--- src/rtl/sdcg_pkg.sv ---
package sdcg_pkg;
   localparam logic [2:0] CMD_NOP = 3'd0;
   localparam logic [2:0] CMD_ACT = 3'd1;
   localparam logic [2:0] CMD_RD  = 3'd2;
   localparam logic [2:0] CMD_WR  = 3'd3;
   localparam logic [2:0] CMD_PRE = 3'd4;
   localparam logic [2:0] CMD_REF = 3'd5;
   localparam logic [2:0] CMD_MRS = 3'd6;

   localparam int CFG_BLK_BIT   = 7;
   localparam int CFG_RATIO_BIT = 15;
   localparam int CFG_APSEL_LSB = 24;
   localparam int CFG_PM_BIT    = 26;

   function automatic logic is_rw(input logic [2:0] c);
      return (c == CMD_RD) || (c == CMD_WR);
   endfunction
endpackage

--- src/rtl/sdcg_stall.sv ---
module sdcg_stall #(
   parameter int NOPF_W     = 5,
   parameter int SCALE_LOG2 = 4
) (
   input  logic              clk,
   input  logic              rst_n,
   input  logic              tick,
   input  logic [NOPF_W-1:0] n_field,
   input  logic              blk_bit,
   input  logic              sr_exit,
   output logic              start,
   output logic              busy
);
   localparam int CNT_W = NOPF_W + SCALE_LOG2 + 1;

   if (NOPF_W < 1 || NOPF_W > 5) begin : g_bad_nopf
      $error("sdcg_stall: NOPF_W must be 1..5");
   end
   if (SCALE_LOG2 < 0 || SCALE_LOG2 > 8) begin : g_bad_scale
      $error("sdcg_stall: SCALE_LOG2 must be 0..8");
   end

   logic             blk_q;
   logic [CNT_W-1:0] cnt;
   logic [CNT_W-1:0] load_val;

   assign load_val = CNT_W'({1'b0, n_field} + {{NOPF_W{1'b0}}, 1'b1}) << SCALE_LOG2;
   assign start    = (blk_bit & ~blk_q) | sr_exit;
   assign busy     = (cnt != '0);

   always_ff @(posedge clk or negedge rst_n) begin
      if (!rst_n) begin
         blk_q <= 1'b0;
         cnt   <= '0;
      end else begin
         blk_q <= blk_bit;
         if (start)
            cnt <= load_val;
         else if (tick && busy)
            cnt <= cnt - 1'b1;
      end
   end

   a_r2_no_spontaneous_stall: assert property (@(posedge clk) disable iff (!rst_n)
      (!start && cnt == '0) |=> (cnt == '0));
   a_r2_count_never_grows: assert property (@(posedge clk) disable iff (!rst_n)
      (!start) |=> (cnt <= $past(cnt)));
   a_r3_no_retrigger_while_high: assert property (@(posedge clk) disable iff (!rst_n)
      (blk_bit && blk_q && !sr_exit && !busy) |=> !busy);
endmodule

--- src/rtl/sdcg_cke.sv ---
module sdcg_cke (
   input  logic clk,
   input  logic rst_n,
   input  logic tick,
   input  logic pm_en,
   input  logic cs_idle,
   input  logic req_valid,
   output logic cke_q
);
   logic sleep_want;
   assign sleep_want = pm_en & cs_idle & ~req_valid;

   always_ff @(posedge clk or negedge rst_n) begin
      if (!rst_n)
         cke_q <= 1'b1;
      else if (tick)
         cke_q <= ~sleep_want;
   end

   a_r6_pending_wakes: assert property (@(posedge clk) disable iff (!rst_n)
      (tick && req_valid) |=> cke_q);
endmodule

--- src/rtl/sdcg_apfmt.sv ---
module sdcg_apfmt #(
   parameter int ADDR_W     = 13,
   parameter int AP_BIT_DEF = 10,
   parameter int AP_BIT_ALT = 8
) (
   input  logic [ADDR_W-1:0] addr_in,
   input  logic              rw,
   input  logic              ap,
   input  logic              sel_alt,
   output logic [ADDR_W-1:0] addr_out
);
   if (AP_BIT_DEF >= ADDR_W || AP_BIT_ALT >= ADDR_W || AP_BIT_DEF == AP_BIT_ALT) begin : g_bad_bits
      $error("sdcg_apfmt: precharge bit positions invalid for ADDR_W");
   end

   for (genvar i = 0; i < ADDR_W; i++) begin : g_bit
      if (i == AP_BIT_DEF) begin : g_def
         assign addr_out[i] = (rw && !sel_alt) ? ap : addr_in[i];
      end else if (i == AP_BIT_ALT) begin : g_alt
         assign addr_out[i] = (rw && sel_alt) ? ap : addr_in[i];
      end else begin : g_pass
         assign addr_out[i] = addr_in[i];
      end
   end
endmodule

--- src/rtl/sdram_cmd_gate.sv ---
module sdram_cmd_gate
   import sdcg_pkg::*;
#(
   parameter int ADDR_W     = 13,
   parameter int NOPF_W     = 5,
   parameter int SCALE_LOG2 = 4
) (
   input  logic              clk,
   input  logic              rst_n,
   input  logic [31:0]       cfg_word,
   input  logic              mclk_en,
   input  logic              req_valid,
   output logic              req_ready,
   input  logic [2:0]        req_cmd,
   input  logic [ADDR_W-1:0] req_addr,
   input  logic              req_ap,
   input  logic              sr_exit,
   input  logic              cs_idle,
   output logic [2:0]        cmd_out,
   output logic              cke,
   output logic [ADDR_W-1:0] addr_out
);
   if (ADDR_W < 11) begin : g_bad_addr
      $error("sdram_cmd_gate: ADDR_W must be at least 11");
   end

   logic              tick;
   logic              stall_start;
   logic              stall_busy;
   logic              cke_q;
   logic              acc;
   logic              ap_sel_alt;
   logic [ADDR_W-1:0] fmt_addr;
   logic [2:0]        cmd_q;
   logic [ADDR_W-1:0] addr_q;
   logic              unused_cfg;

   assign unused_cfg = ^{cfg_word[31:27], cfg_word[23:16], cfg_word[14:8], cfg_word[6:5]};

   assign tick       = cfg_word[CFG_RATIO_BIT] | mclk_en;
   assign ap_sel_alt = (cfg_word[CFG_APSEL_LSB+1 -: 2] == 2'b01);

   sdcg_stall #(.NOPF_W(NOPF_W), .SCALE_LOG2(SCALE_LOG2)) u_stall (
      .clk     (clk),
      .rst_n   (rst_n),
      .tick    (tick),
      .n_field (cfg_word[NOPF_W-1:0]),
      .blk_bit (cfg_word[CFG_BLK_BIT]),
      .sr_exit (sr_exit),
      .start   (stall_start),
      .busy    (stall_busy)
   );

   sdcg_cke u_cke (
      .clk       (clk),
      .rst_n     (rst_n),
      .tick      (tick),
      .pm_en     (cfg_word[CFG_PM_BIT]),
      .cs_idle   (cs_idle),
      .req_valid (req_valid),
      .cke_q     (cke_q)
   );

   sdcg_apfmt #(.ADDR_W(ADDR_W)) u_apfmt (
      .addr_in  (req_addr),
      .rw       (is_rw(req_cmd)),
      .ap       (req_ap),
      .sel_alt  (ap_sel_alt),
      .addr_out (fmt_addr)
   );

   assign req_ready = tick & ~stall_busy & ~stall_start & cke_q;
   assign acc       = req_valid & req_ready;

   always_ff @(posedge clk or negedge rst_n) begin
      if (!rst_n) begin
         cmd_q  <= CMD_NOP;
         addr_q <= '0;
      end else if (tick) begin
         cmd_q <= acc ? req_cmd : CMD_NOP;
         if (acc) addr_q <= fmt_addr;
      end
   end

   assign cmd_out  = cmd_q;
   assign addr_out = addr_q;
   assign cke      = cke_q;

   a_r4_stall_blocks_grant: assert property (@(posedge clk) disable iff (!rst_n)
      stall_busy |-> !req_ready);
   a_r6_cmd_needs_cke: assert property (@(posedge clk) disable iff (!rst_n)
      (cmd_out != CMD_NOP) |-> cke);
   a_r6_no_cmd_on_wake_edge: assert property (@(posedge clk) disable iff (!rst_n)
      $rose(cke) |-> (cmd_out == CMD_NOP));
   a_r7_ap_on_bit8: assert property (@(posedge clk) disable iff (!rst_n)
      (acc && is_rw(req_cmd) && cfg_word[25:24] == 2'b01) |=> (addr_out[8] == $past(req_ap)));
   a_r5_pm_off_keeps_cke: assert property (@(posedge clk) disable iff (!rst_n)
      (tick && !cfg_word[CFG_PM_BIT]) |=> cke);
   a_r10_idle_gives_nop: assert property (@(posedge clk) disable iff (!rst_n)
      (tick && !acc) |=> (cmd_out == CMD_NOP));
endmodule

--- config.mk ---
export PLATFORM = sky130hd
export DESIGN_NAME = sdram_cmd_gate
export DESIGN_NICKNAME = d
export VERILOG_FILES = /design/src/rtl/sdcg_pkg.sv /design/src/rtl/sdcg_stall.sv /design/src/rtl/sdcg_cke.sv /design/src/rtl/sdcg_apfmt.sv /design/src/rtl/sdram_cmd_gate.sv
export SDC_FILE = /design/constraint.sdc
export NUM_CORES = 1
export LEC_CHECK = 0
export BUFFER_PORTS_ARGS = -buffer_cell sky130_fd_sc_hd__clkbuf_2
export CORE_AREA = 4 4 62 64
export CTS_CLUSTER_DIAMETER = 100
export DETAILED_ROUTE_END_ITERATION = 8
export DIE_AREA = 0 0 66 68
export GPL_TIMING_DRIVEN = 0
export PLACE_DENSITY = 0.77
export REMOVE_ABC_BUFFERS = 1
export SYNTH_ARGS = -nofsm -noshare
export SYNTH_HDL_FRONTEND = slang
export SYNTH_SLANG_ARGS = --single-unit
--- constraint.sdc ---
create_clock -name clk -period 2.4 [get_ports clk]
set_input_delay 0.36 -clock clk [delete_from_list [all_inputs] [get_ports clk]]
set_output_delay 0.36 -clock clk [all_outputs]
set_load 0.005 [all_outputs]
==> run metrics <==
outcome finished, final reports clean; Distinct cells, synth 44; Fmax achieved 0.4357 GHz; Syn Std Cell Area 1453 sq um; placed cell area 1745 sq um; ant diodes 0; MaxCap Viol Count 0; WL final 3371 um; Worst VDD drop 0.4071 mV; die footprint 4488 sq um; worst reg2reg path startpoint u_stall.cnt[0]$_DFFE_PN0P_; RePlAce Congestion around 0.83; layout cell share with drive strength beyond 1 46.11%; core area 3284 sq um; yosys warns 0; top cells by instance count after synthesis 27 x dfrtp_1, 10 x nor2_1, 8 x mux2_2, 7 x mux2_4, 6 x a21oi_1; DR iter-0 viols 45; leakage power just over 0.9 nW; reg2reg path depth 6; HPWL Detailed around 2500 um; leading post-synthesis cells by cell area dfrtp_1 47%, mux2_4 7.2%, mux2_2 6.2%; fillers 298; vias in the first global route 1,278; most common cell in the synthesized netlist dfrtp_1; TritonCTS buffer count 3; placed cell count 219; wire per inst 14.92 um; Setup WS post-layout 104.9 ps; Tcrit/Tclk final between 90% and 100%; post-synthesis cell count 125; Worst path max stage delay 510 ps; Max Clock Skew 5.666 ps; Net count, final between 200 and 250; largest net degree at the start of global routing 29; # DRC 0; number of synthesized flops with an enable pin 0; r2r endpoint u_stall.cnt[8]$_DFFE_PN0P_; setup slack on the worst flop-to-flop path 400 ps; post-synthesis sequential area ratio between 40% and 50%; vias per inst 5.283; Worst setup SP type flop; total global routing overflow 0; pre-CTS setup slack -96.09 ps; main flop type after synthesis dfrtp_1; multi-input logic area 742.0 sq um; Slew Viols, Final 0; Starting Density 44.23%; Cell Chain, Critical Path inv_1 -> ha_4 -> or4b_4 -> nor3_2 -> clkbuf_2; global-route wire length before repair 5685 um; drt first pass iters 5; Area Overhead vs Synth 26.79%; HP Class input port to asynchronous set/reset pin; Slew @ Worst Pin a little over 700 ps; cell row count 21; CTS max path bufs 2; Post-Layout Cell Count 226; post-synthesis register bit count 28; CP Max Fanout 7; Setup TNS 0 ps; Sequential Area 701.9 sq um; Clock Latency Late Sink 330 ps; Synth top area share 46.51%; clock transition at the registers of the reported paths 160 ps; Slew headroom 52.54%; CTS tree yes; setup violators final 0; Req. time, crit path ~2000 ps; pwr/cell area about 600 nW/um^2; via count 1,194; Post-Layout Inst Area 1842 sq um; Synth area leader dfrtp_1; root buf cell clkbuf_4; clk sinks 28; Avg Inst Size Synth 11.62 sq um; min Tclk post-route between 2000 and 2500 ps; hold buffers post-CTS 0; Post-DRT Antenna Nets 0; total track usage 16.37%; CP Class flop to output port; initial antenna violation count 0; Util after Layout 56.08%; PortBufs 50; Die Wd roughly 66 um; Synth async-reset ratio 100.0%; H-tree depth 1; CP max stage cell or4b_4; I/O Pins 73; CP Capture Type output port; Final Hold Vio Count 0; crit path DAT 1940 ps; die height 68 um
==> area by class of cell <==
type                       instances  area share [%]
clock buffer                       3           1.223
clock inverter                     1           1.630
inverter                           4          0.8152
multi-input combinational         91           40.29
sequential                        28           38.11
tap                               46           3.125
timing repair buffer              53           14.81
==> kinds of logic after synthesis <==
family / count (synthesis) / share of synthesized area, %
multiplexers: 17 / 14.82
XOR/XNOR: 4 / 2.412
AO/OA/AOI/OAI: 24 / 11.46
flip-flops: 28 / 48.32
adder cells (fa/ha/maj): 2 / 1.722
AND/OR/NAND/NOR: 44 / 19.21
buffers and inverters: 6 / 2.067
==> per-layer routing <==
layer	vias up	global-route usage, %	wire length (um)
met5	-	0	0
met4	0	3.046	8
met3	2	4.105	246
met2	52	28.16	1569
met1	566	21.16	1546
li1	574	-	-
==> through the flow <==
step                      hold WS, ps  total power, W
final                           35.24        0.001113
after global routing            77.80        0.001176
after CTS                       52.11        0.001116
after detailed placement        434.9       0.0007961
after global placement          424.8       0.0007868
after floorplan                 64.41       0.0007003
==> worst max-delay path: cells and delay by family (launching register included) <==
| kind | cells | cell delay [ps] |
|---|---|---|
| simple gates | 2 | 710 |
| flops | 1 | 430 |
| buf+inv | 2 | 270 |
| fa+ha+maj | 1 | 200 |
==> cell usage in the layout, fill, tap and decap left out, types with 2 or more instances in the layout <==
cell      count
clkbuf_2     50
dfrtp_1      27
nor2_1       10
mux2_2        8
mux2_4        7
a21oi_1       6
nand3_1       5
nand2_1       5
inv_1         4
o21ai_0       3
o31ai_1       3
xnor2_1       3
a22o_1        3
nor4_1        3
clkbuf_4      3
buf_4         3
nor3_4        2
or2_2         2
nand4_1       2
mux2i_1       2
nor3_1        2
==> how the worst max path moves through the flow <==
stage	cells past startpoint	start	slack, ps	endpoint
after floorplan	4	u_stall.cnt[8]$_DFFE_PN0P_	300	addr_out[0]$_DFFE_PN0P_
after global placement	5	u_stall.cnt[0]$_DFFE_PN0P_	20	addr_out[0]$_DFFE_PN0P_
after detailed placement	5	u_stall.cnt[0]$_DFFE_PN0P_	-100	addr_out[5]$_DFFE_PN0P_
after CTS	5	u_stall.cnt[0]$_DFFE_PN0P_	20	req_ready
after global routing	5	u_stall.cnt[0]$_DFFE_PN0P_	-20	req_ready
final	5	u_stall.cnt[0]$_DFFE_PN0P_	100	req_ready
==> flip-flops by register name, indices dropped and copies added (netlist names) <==
signal and flops:
cmd_out 3, addr_out 13, u_stall.cnt 10, u_cke.cke_q 1, u_stall.blk_q 1
==> repair_timing <==
| action | CTS | global route |
|---|---|---|
| pin swaps | 1 | 0 |
| setup endpoints to repair | 14 | 1 |
| endpoints found under the hold margin | 0 | 0 |
| gates resized for setup | 2 | 2 |
| setup buffers | 3 | 0 |
==> where the power goes <==
part,switching (W),total (W),internal (W)
logic,0.000121,0.000241,0.000120
clock network,0.000143,0.000312,0.000169
registers,0.0000443,0.000560,0.000515
(Power assumes the default switching activity.)
